File: config.mk
export PLATFORM = sky130hd
export DESIGN_NAME = fsk_frame_demod
export DESIGN_NICKNAME = d
export VERILOG_FILES = /design/src/rtl/fskd_pkg.sv /design/src/rtl/fskd_cycle_timer.sv /design/src/rtl/fskd_bit_slicer.sv /design/src/rtl/fskd_frame_reg.sv /design/src/rtl/fsk_frame_demod.sv
export SDC_FILE = /design/constraint.sdc
export NUM_CORES = 1
export LEC_CHECK = 0
export CAP_MARGIN = 20
export CELL_PAD_IN_SITES_DETAIL_PLACEMENT = 0
export CELL_PAD_IN_SITES_GLOBAL_PLACEMENT = 1
export CORE_UTILIZATION = 51
export CTS_BUF_LIST = sky130_fd_sc_hd__clkbuf_8
export DETAILED_ROUTE_END_ITERATION = 10
export DONT_BUFFER_PORTS = 1
export PLACE_DENSITY_LB_ADDON = 0.15
export SYNTH_ARGS = -nofsm -noshare
export SYNTH_HDL_FRONTEND = slang
export SYNTH_SLANG_ARGS = --single-unit
File: constraint.sdc
create_clock -name clk -period 2.1 [get_ports clk]
set_input_delay 0.21 -clock clk [delete_from_list [all_inputs] [get_ports clk]]
set_output_delay 0.21 -clock clk [all_outputs]
set_load 0.01 [all_outputs]
File: src/rtl/fskd_pkg.sv
// Package: shared constants and the frame result type for the demodulator.
// Assumes the fixed 128-bit frame layout used by the frame register.
package fskd_pkg;
    localparam int          FRAME_W  = 128;
    localparam logic [22:0] SYNC_VAL = 23'h7E0000;

    typedef struct packed {
        logic [63:0] data;
        logic [15:0] chk;
        logic        rw;
    } fskd_frame_t;
endpackage

File: src/rtl/fskd_cycle_timer.sv
// Module: counts rising edges of the sampled zero-crossing input and, after
// every CYC_N edges, emits the number of samples the group spanned.
// Assumes one sample per smp_vld strobe; the sample counter saturates.
module fskd_cycle_timer #(
    parameter int CNT_W = 10,
    parameter int CYC_N = 16
) (
    input  logic             clk,
    input  logic             rst_n,
    input  logic             smp_vld,
    input  logic             zc_in,
    output logic             grp_vld,
    output logic [CNT_W-1:0] grp_len
);
    localparam int               CYC_W   = $clog2(CYC_N);
    localparam logic [CNT_W-1:0] CNT_MAX = {CNT_W{1'b1}};

    logic             zc_q;
    logic [CYC_W-1:0] cyc_cnt;
    logic [CNT_W-1:0] smp_cnt;
    logic             rise;
    logic             last;
    logic [CNT_W-1:0] cnt_inc;

    // Edge detect, group end and saturating increment.
    always_comb begin
        rise    = smp_vld && zc_in && !zc_q;
        last    = rise && (cyc_cnt == CYC_W'(CYC_N - 1));
        cnt_inc = (smp_cnt == CNT_MAX) ? smp_cnt : smp_cnt + 1'b1;
    end

    // Sample/cycle counters and the group result register.
    always_ff @(posedge clk) begin
        if (!rst_n) begin
            zc_q    <= 1'b0;
            cyc_cnt <= '0;
            smp_cnt <= '0;
            grp_vld <= 1'b0;
            grp_len <= '0;
        end else begin
            grp_vld <= 1'b0;
            if (smp_vld) begin
                zc_q <= zc_in;
                if (last) begin
                    grp_vld <= 1'b1;
                    grp_len <= cnt_inc;
                    smp_cnt <= '0;
                    cyc_cnt <= '0;
                end else begin
                    smp_cnt <= cnt_inc;
                    if (rise) cyc_cnt <= cyc_cnt + 1'b1;
                end
            end
        end
    end

    AST_CNT_SATURATES: assert property (@(posedge clk) disable iff (!rst_n)
        (smp_vld && smp_cnt == CNT_MAX && !last) |=> (smp_cnt == CNT_MAX));

    AST_GROUP_MIN_LEN: assert property (@(posedge clk) disable iff (!rst_n)
        grp_vld |-> (grp_len >= CNT_W'(CYC_N)));
endmodule

File: src/rtl/fskd_bit_slicer.sv
// Module: maps a group length to a bit value using two tolerance windows,
// the logic-1 window taking priority; flags lengths outside both.
// Assumes NOM_ONE > NOM_ZERO and the windows fit in CNT_W bits.
module fskd_bit_slicer #(
    parameter int CNT_W    = 10,
    parameter int NOM_ONE  = 259,
    parameter int NOM_ZERO = 238,
    parameter int TOL      = 11
) (
    input  logic             grp_vld,
    input  logic [CNT_W-1:0] grp_len,
    output logic             bit_vld,
    output logic             bit_val,
    output logic             bit_bad
);
    localparam logic [CNT_W-1:0] ONE_LO  = CNT_W'(NOM_ONE - TOL);
    localparam logic [CNT_W-1:0] ONE_HI  = CNT_W'(NOM_ONE + TOL);
    localparam logic [CNT_W-1:0] ZERO_LO = CNT_W'(NOM_ZERO - TOL);
    localparam logic [CNT_W-1:0] ZERO_HI = CNT_W'(NOM_ZERO + TOL);

    logic in_one;
    logic in_zero;

    // Window tests with the logic-1 window checked first.
    always_comb begin
        in_one  = (grp_len > ONE_LO) && (grp_len < ONE_HI);
        in_zero = !in_one && (grp_len > ZERO_LO) && (grp_len < ZERO_HI);
        bit_vld = grp_vld && (in_one || in_zero);
        bit_val = in_one;
        bit_bad = grp_vld && !in_one && !in_zero;
    end
endmodule

File: src/rtl/fskd_frame_reg.sv
// Module: 128-bit right-shifting frame register with sync/byte match,
// field extraction, identity check and clear-on-report.
// Assumes bit_vld and bit_bad are never high together.
module fskd_frame_reg
    import fskd_pkg::*;
(
    input  logic        clk,
    input  logic        rst_n,
    input  logic        bit_vld,
    input  logic        bit_val,
    input  logic        bit_bad,
    output logic        frm_valid,
    output fskd_frame_t frm,
    output logic        id_err,
    output logic        sym_err
);
    logic [FRAME_W-1:0] shreg;
    logic               sync_hit;
    logic               bytes_eq;
    logic               accept;
    logic               id_diff;

    // Candidate detection on the current register contents.
    always_comb begin
        sync_hit = (shreg[22:0] == SYNC_VAL);
        bytes_eq = (shreg[23:16] == shreg[111:104]);
        accept   = sync_hit && bytes_eq;
        id_diff  = (shreg[126:112] != shreg[38:24]);
    end

    // Shift, clear and report registers.
    always_ff @(posedge clk) begin
        if (!rst_n) begin
            shreg     <= '0;
            frm_valid <= 1'b0;
            frm       <= '0;
            id_err    <= 1'b0;
            sym_err   <= 1'b0;
        end else begin
            frm_valid <= accept;
            id_err    <= accept && shreg[111] && id_diff;
            sym_err   <= bit_bad;
            if (accept) begin
                frm.data <= shreg[87:24];
                frm.chk  <= shreg[103:88];
                frm.rw   <= shreg[111];
            end
            if (accept || bit_bad) begin
                shreg <= '0;
            end else if (bit_vld) begin
                shreg <= {bit_val, shreg[FRAME_W-1:1]};
            end
        end
    end

    AST_SINGLE_PULSE: assert property (@(posedge clk) disable iff (!rst_n)
        frm_valid |=> !frm_valid);

    AST_BAD_CLEARS: assert property (@(posedge clk) disable iff (!rst_n)
        bit_bad |=> (shreg == '0));

    AST_IDERR_WITH_VALID: assert property (@(posedge clk) disable iff (!rst_n)
        id_err |-> (frm_valid && frm.rw));

    AST_SHIFT_IN_TOP: assert property (@(posedge clk) disable iff (!rst_n)
        (bit_vld && !accept) |=> (shreg[FRAME_W-1] == $past(bit_val)));
endmodule

File: src/rtl/fsk_frame_demod.sv
// Module: top of the FSK zero-crossing frame demodulator. Chains the cycle
// timer, the bit slicer and the frame register.
// Assumes zc_in is already synchronous to clk.
module fsk_frame_demod
    import fskd_pkg::*;
#(
    parameter int CNT_W    = 10,
    parameter int CYC_N    = 16,
    parameter int NOM_ONE  = 259,
    parameter int NOM_ZERO = 238,
    parameter int TOL      = 11
) (
    input  logic        clk,
    input  logic        rst_n,
    input  logic        smp_vld,
    input  logic        zc_in,
    output logic        frm_valid,
    output logic [63:0] frm_data,
    output logic [15:0] frm_chk,
    output logic        frm_rw,
    output logic        frm_id_err,
    output logic        sym_err
);
    logic             grp_vld;
    logic [CNT_W-1:0] grp_len;
    logic             bit_vld;
    logic             bit_val;
    logic             bit_bad;
    fskd_frame_t      frm;

    fskd_cycle_timer #(.CNT_W(CNT_W), .CYC_N(CYC_N)) u_timer (
        .clk     (clk),
        .rst_n   (rst_n),
        .smp_vld (smp_vld),
        .zc_in   (zc_in),
        .grp_vld (grp_vld),
        .grp_len (grp_len)
    );

    fskd_bit_slicer #(
        .CNT_W(CNT_W), .NOM_ONE(NOM_ONE), .NOM_ZERO(NOM_ZERO), .TOL(TOL)
    ) u_slicer (
        .grp_vld (grp_vld),
        .grp_len (grp_len),
        .bit_vld (bit_vld),
        .bit_val (bit_val),
        .bit_bad (bit_bad)
    );

    fskd_frame_reg u_frame (
        .clk       (clk),
        .rst_n     (rst_n),
        .bit_vld   (bit_vld),
        .bit_val   (bit_val),
        .bit_bad   (bit_bad),
        .frm_valid (frm_valid),
        .frm       (frm),
        .id_err    (frm_id_err),
        .sym_err   (sym_err)
    );

    // Unpack the held frame fields onto the ports.
    always_comb begin
        frm_data = frm.data;
        frm_chk  = frm.chk;
        frm_rw   = frm.rw;
    end
endmodule

==> results.toml <==
[run_status]
status = "finished clean"

[floorplanning]
die_height_um = 144.3
die_w_um = 144.3
start_util_pct = 52.54
row_count = 51
pin_count = 88
core_area_mm2 = 0.01965
die_area_mm2 = 0.02082

[hold_path]
whs_endpoint = "u_timer.cyc_cnt[1]$_SDFFE_PN0P_"
min_path_type = "in -> reg"
min_from = "zc_in"
holdPathStages = 3

[cts]
tritoncts = "built"
htreeDepth = 2
cts_buffers = 41
clock-root-buffer = "clkbuf_8"
clkTransAtPathRegs_ns = 0.06
insertion_delay_ns = 0.54
post_cts_buffers = 0
clk_path_buf_depth = 3
clock_sinks = 238

[sta]
final.setup.tns_ns = 0
tightestPinTransition_ns = 0.6169
period_needed_ns = 2.054
skew_ns = 0.01796
finalHoldViolCount = 0
rsz0062_at_grt = "false"
worst_slack_ns = 0.04610
fmax_mhz = 486.9
holdWs_ns = 0.03608
relSlewSlack_pct = 58.83
maxSlewViolCount = 0
setup_viol = 0
period_share_pct = 97.80

[drt]
num_vias = 8143
postRouteAntennaNets = 0
route.detailed.drc = 0
drt_iter0_drc = 493
wl_per_cell_um = 15.78
drt_pre_antenna_iters = 4
via_per_inst = 5.577
finalWirelength_um = 23030

[cells_and_area]
regArea_mm2 = 0.004768
fin_area_mm2 = 0.01196
drive_above_1_share_pct = 7.782
multi_input_area_mm2 = 0.004885
fin_nets = 1173
diodes = 0
syn_to_final_growth_pct = 15.78
nFillCells = 1781
final_cells = 1460
fin_util_pct = 60.83

[place]
gp_congestion = 0.7769
pre_cts_ws_ns = 0.1171
port_buffers = 0
place_hpwl_um = 12270
place_area_mm2 = 0.01036
placed_cells = 1311

[global_route]
antenna_found_initial = 0
grt_pass1_wl_um = 37800
overflow = 0
grt_usage_pct = 22.18
grt_max_degree = 105
grt_pass1_vias = 7505

[worst_setup_path]
rr_worst_depth = 6
worst-setup-path-type = "reg -> reg"
worstPathRequired_ns = 2.55
critPathLaunchType = "flip-flop"
startpoint = "u_frame.shreg[8]$_SDFFE_PP0P_"
cp-end-kind = "flip-flop"
r2r_slack_ns = 0.05
worstPathArrival_ns = 2.50
r2r_end = "u_frame.frm[56]$_SDFFE_PN0P_"
cp_max_fo = 13
r2r_start = "u_frame.shreg[8]$_SDFFE_PP0P_"

[logic_synthesis]
synth_cells = 1129
seq_area_frac_synth_pct = 46.14
synth_xor_area_share_pct = 2.036
synth_top_family_by_area = "compound AO/OA/AOI/OAI gates"
async_reset_ff_share_pct = 0
synthMuxAreaShare_pct = 8.046
syn_nets = 1135
yosys.area.top_type_share_pct = 46.14
ys_seq_elements = 238
synth_edf_count = 0
synthAdderAreaFrac_pct = 0.2423
syn-cell-area_mm2 = 0.01033
synth_simple_gate_area_share_pct = 18.13
syn_area_per_cell_um2 = 9.146
synthTopCellsByArea = "dfxtp_1, o211ai_1, mux2i_1"
yosysTopAreaCell = "dfxtp_1"
synth.distinct_cells = 58
synth_top_flop_cell = "dfxtp_1"
yosys_warnings = 0
synth-compound-area-share_pct = 18.59

[power]
p_leak_nw = 3.537
power-per-cell-area_mw_per_mm2 = 728.5
irDropWorstVdd_mv = 0.3917
total_power_mw = 8.709

[job]
cap_violations = 0
[logic make-up after synthesis]
| kind of cell | Yosys count |
|---|---|
| buffers and inverters | 110 |
| multiplexers | 83 |
| XOR/XNOR | 24 |
| AND/OR/NAND/NOR | 368 |
| adder cells (fa/ha/maj) | 2 |
| AO/OA/AOI/OAI | 304 |
| flip-flops | 238 |
[worst max-delay path: stages, from the launching register on]
cell     delay, ns
dfxtp_1       0.32
nor4_1        0.34
nand4_1       0.32
nor3_4        0.37
buf_12        0.21
buf_4         0.18
mux2i_1       0.23
[area by class of cell]
cell class / count / area share [%]
clock buffers: 52 / 5.986
repair buffers: 101 / 9.691
flip-flops and latches: 238 / 39.88
well taps: 265 / 2.773
inverters: 4 / 0.1256
multi-input cells: 781 / 40.86
clock inverters: 19 / 0.6803
[Yosys cell counts (2+ instances only)]
| library cell | instances |
|---|---|
| nand2_1 | 182 |
| a21o_1 | 2 |
| xor2_1 | 9 |
| clkbuf_8 | 3 |
| nand3_1 | 9 |
| xnor2_1 | 15 |
| mux2i_1 | 83 |
| buf_4 | 4 |
| a31oi_1 | 4 |
| buf_2 | 20 |
| o21ai_0 | 11 |
| nand2b_1 | 126 |
| o211ai_1 | 128 |
| o32ai_1 | 2 |
| a21oi_1 | 141 |
| nor2_1 | 6 |
| inv_1 | 3 |
| and4_1 | 2 |
| a211oi_1 | 2 |
| buf_6 | 12 |
| buf_1 | 6 |
| o22ai_1 | 3 |
| nand4_1 | 7 |
| nor4_1 | 8 |
| clkbuf_1 | 52 |
| ha_1 | 2 |
| dfxtp_1 | 238 |
| or3_1 | 3 |
| and2_1 | 2 |
| buf_12 | 8 |
| nor3_1 | 6 |
| and3_1 | 2 |
| and4b_1 | 3 |
[routing by layer]
| metal | wire length (µm) | track usage, % |
|---|---|---|
| met3 | 1058 | 4.768 |
| met2 | 10430 | 34.44 |
| met5 | 0 | 0 |
| met4 | 489 | 7.645 |
| met1 | 11060 | 30.32 |
[worst max-delay path by stage]
stage,to,depth (start not counted)
floorplan,u_frame.shreg[112]$_SDFFE_PP0P_,6
finish,u_frame.frm[56]$_SDFFE_PN0P_,6
detailed placement,u_frame.frm[29]$_SDFFE_PN0P_,6
global placement,u_frame.frm[30]$_SDFFE_PN0P_,6
global route,u_frame.frm[56]$_SDFFE_PN0P_,6
CTS,u_timer.cyc_cnt[0]$_SDFFE_PN0P_,5
[timing repair]
action | CTS | global route
hold buffers | 78 | 0
hold endpoints to repair | 103 | 0
gates resized for setup | 0 | 1
endpoints found under the setup margin | 0 | 4
[cells in the final DEF, fill, tap and decap left out, types with 2 or more instances in the layout]
cell type and n:
and4b_1 2, nor4_1 8, o21ai_0 11, o22ai_1 3, buf_4 8, a211oi_1 2, nand2_1 182, buf_12 15
clkinv_2 2, inv_1 18, a31oi_1 4, and2_1 2, and4_1 2, a21oi_1 141, nand2b_1 126, xnor2_1 15
dlygate4sd3_1 77, o32ai_1 2, nor3_1 5, nor2_1 6, mux2i_1 83, or3_1 3, nand3_1 9, clkinvlp_4 2
nand4_1 7, dfxtp_1 237, o211ai_1 128, xor2_1 9, ha_1 2, and3_1 2, a21o_1 2, nor3_4 2
clkbuf_8 52
[sequential cells by signal, summed over array words and instances (netlist names)]
name,cells
u_frame.frm,81
u_frame.frm_valid,1
u_frame.id_err,1
u_frame.shreg,128
u_frame.sym_err,1
u_timer.cyc_cnt,4
u_timer.grp_len,10
u_timer.grp_vld,1
u_timer.smp_cnt,10
u_timer.zc_q,1
[power by group]
group / total, mW / internal (mW) / switching [mW]
clock network: 4.04 / 2.21 / 1.83
registers: 4.53 / 4.52 / 0.00795
logic: 0.138 / 0.0399 / 0.0982
total: 8.71 / 6.77 / 1.94
Note: power is estimated with default switching activity, not from simulation.
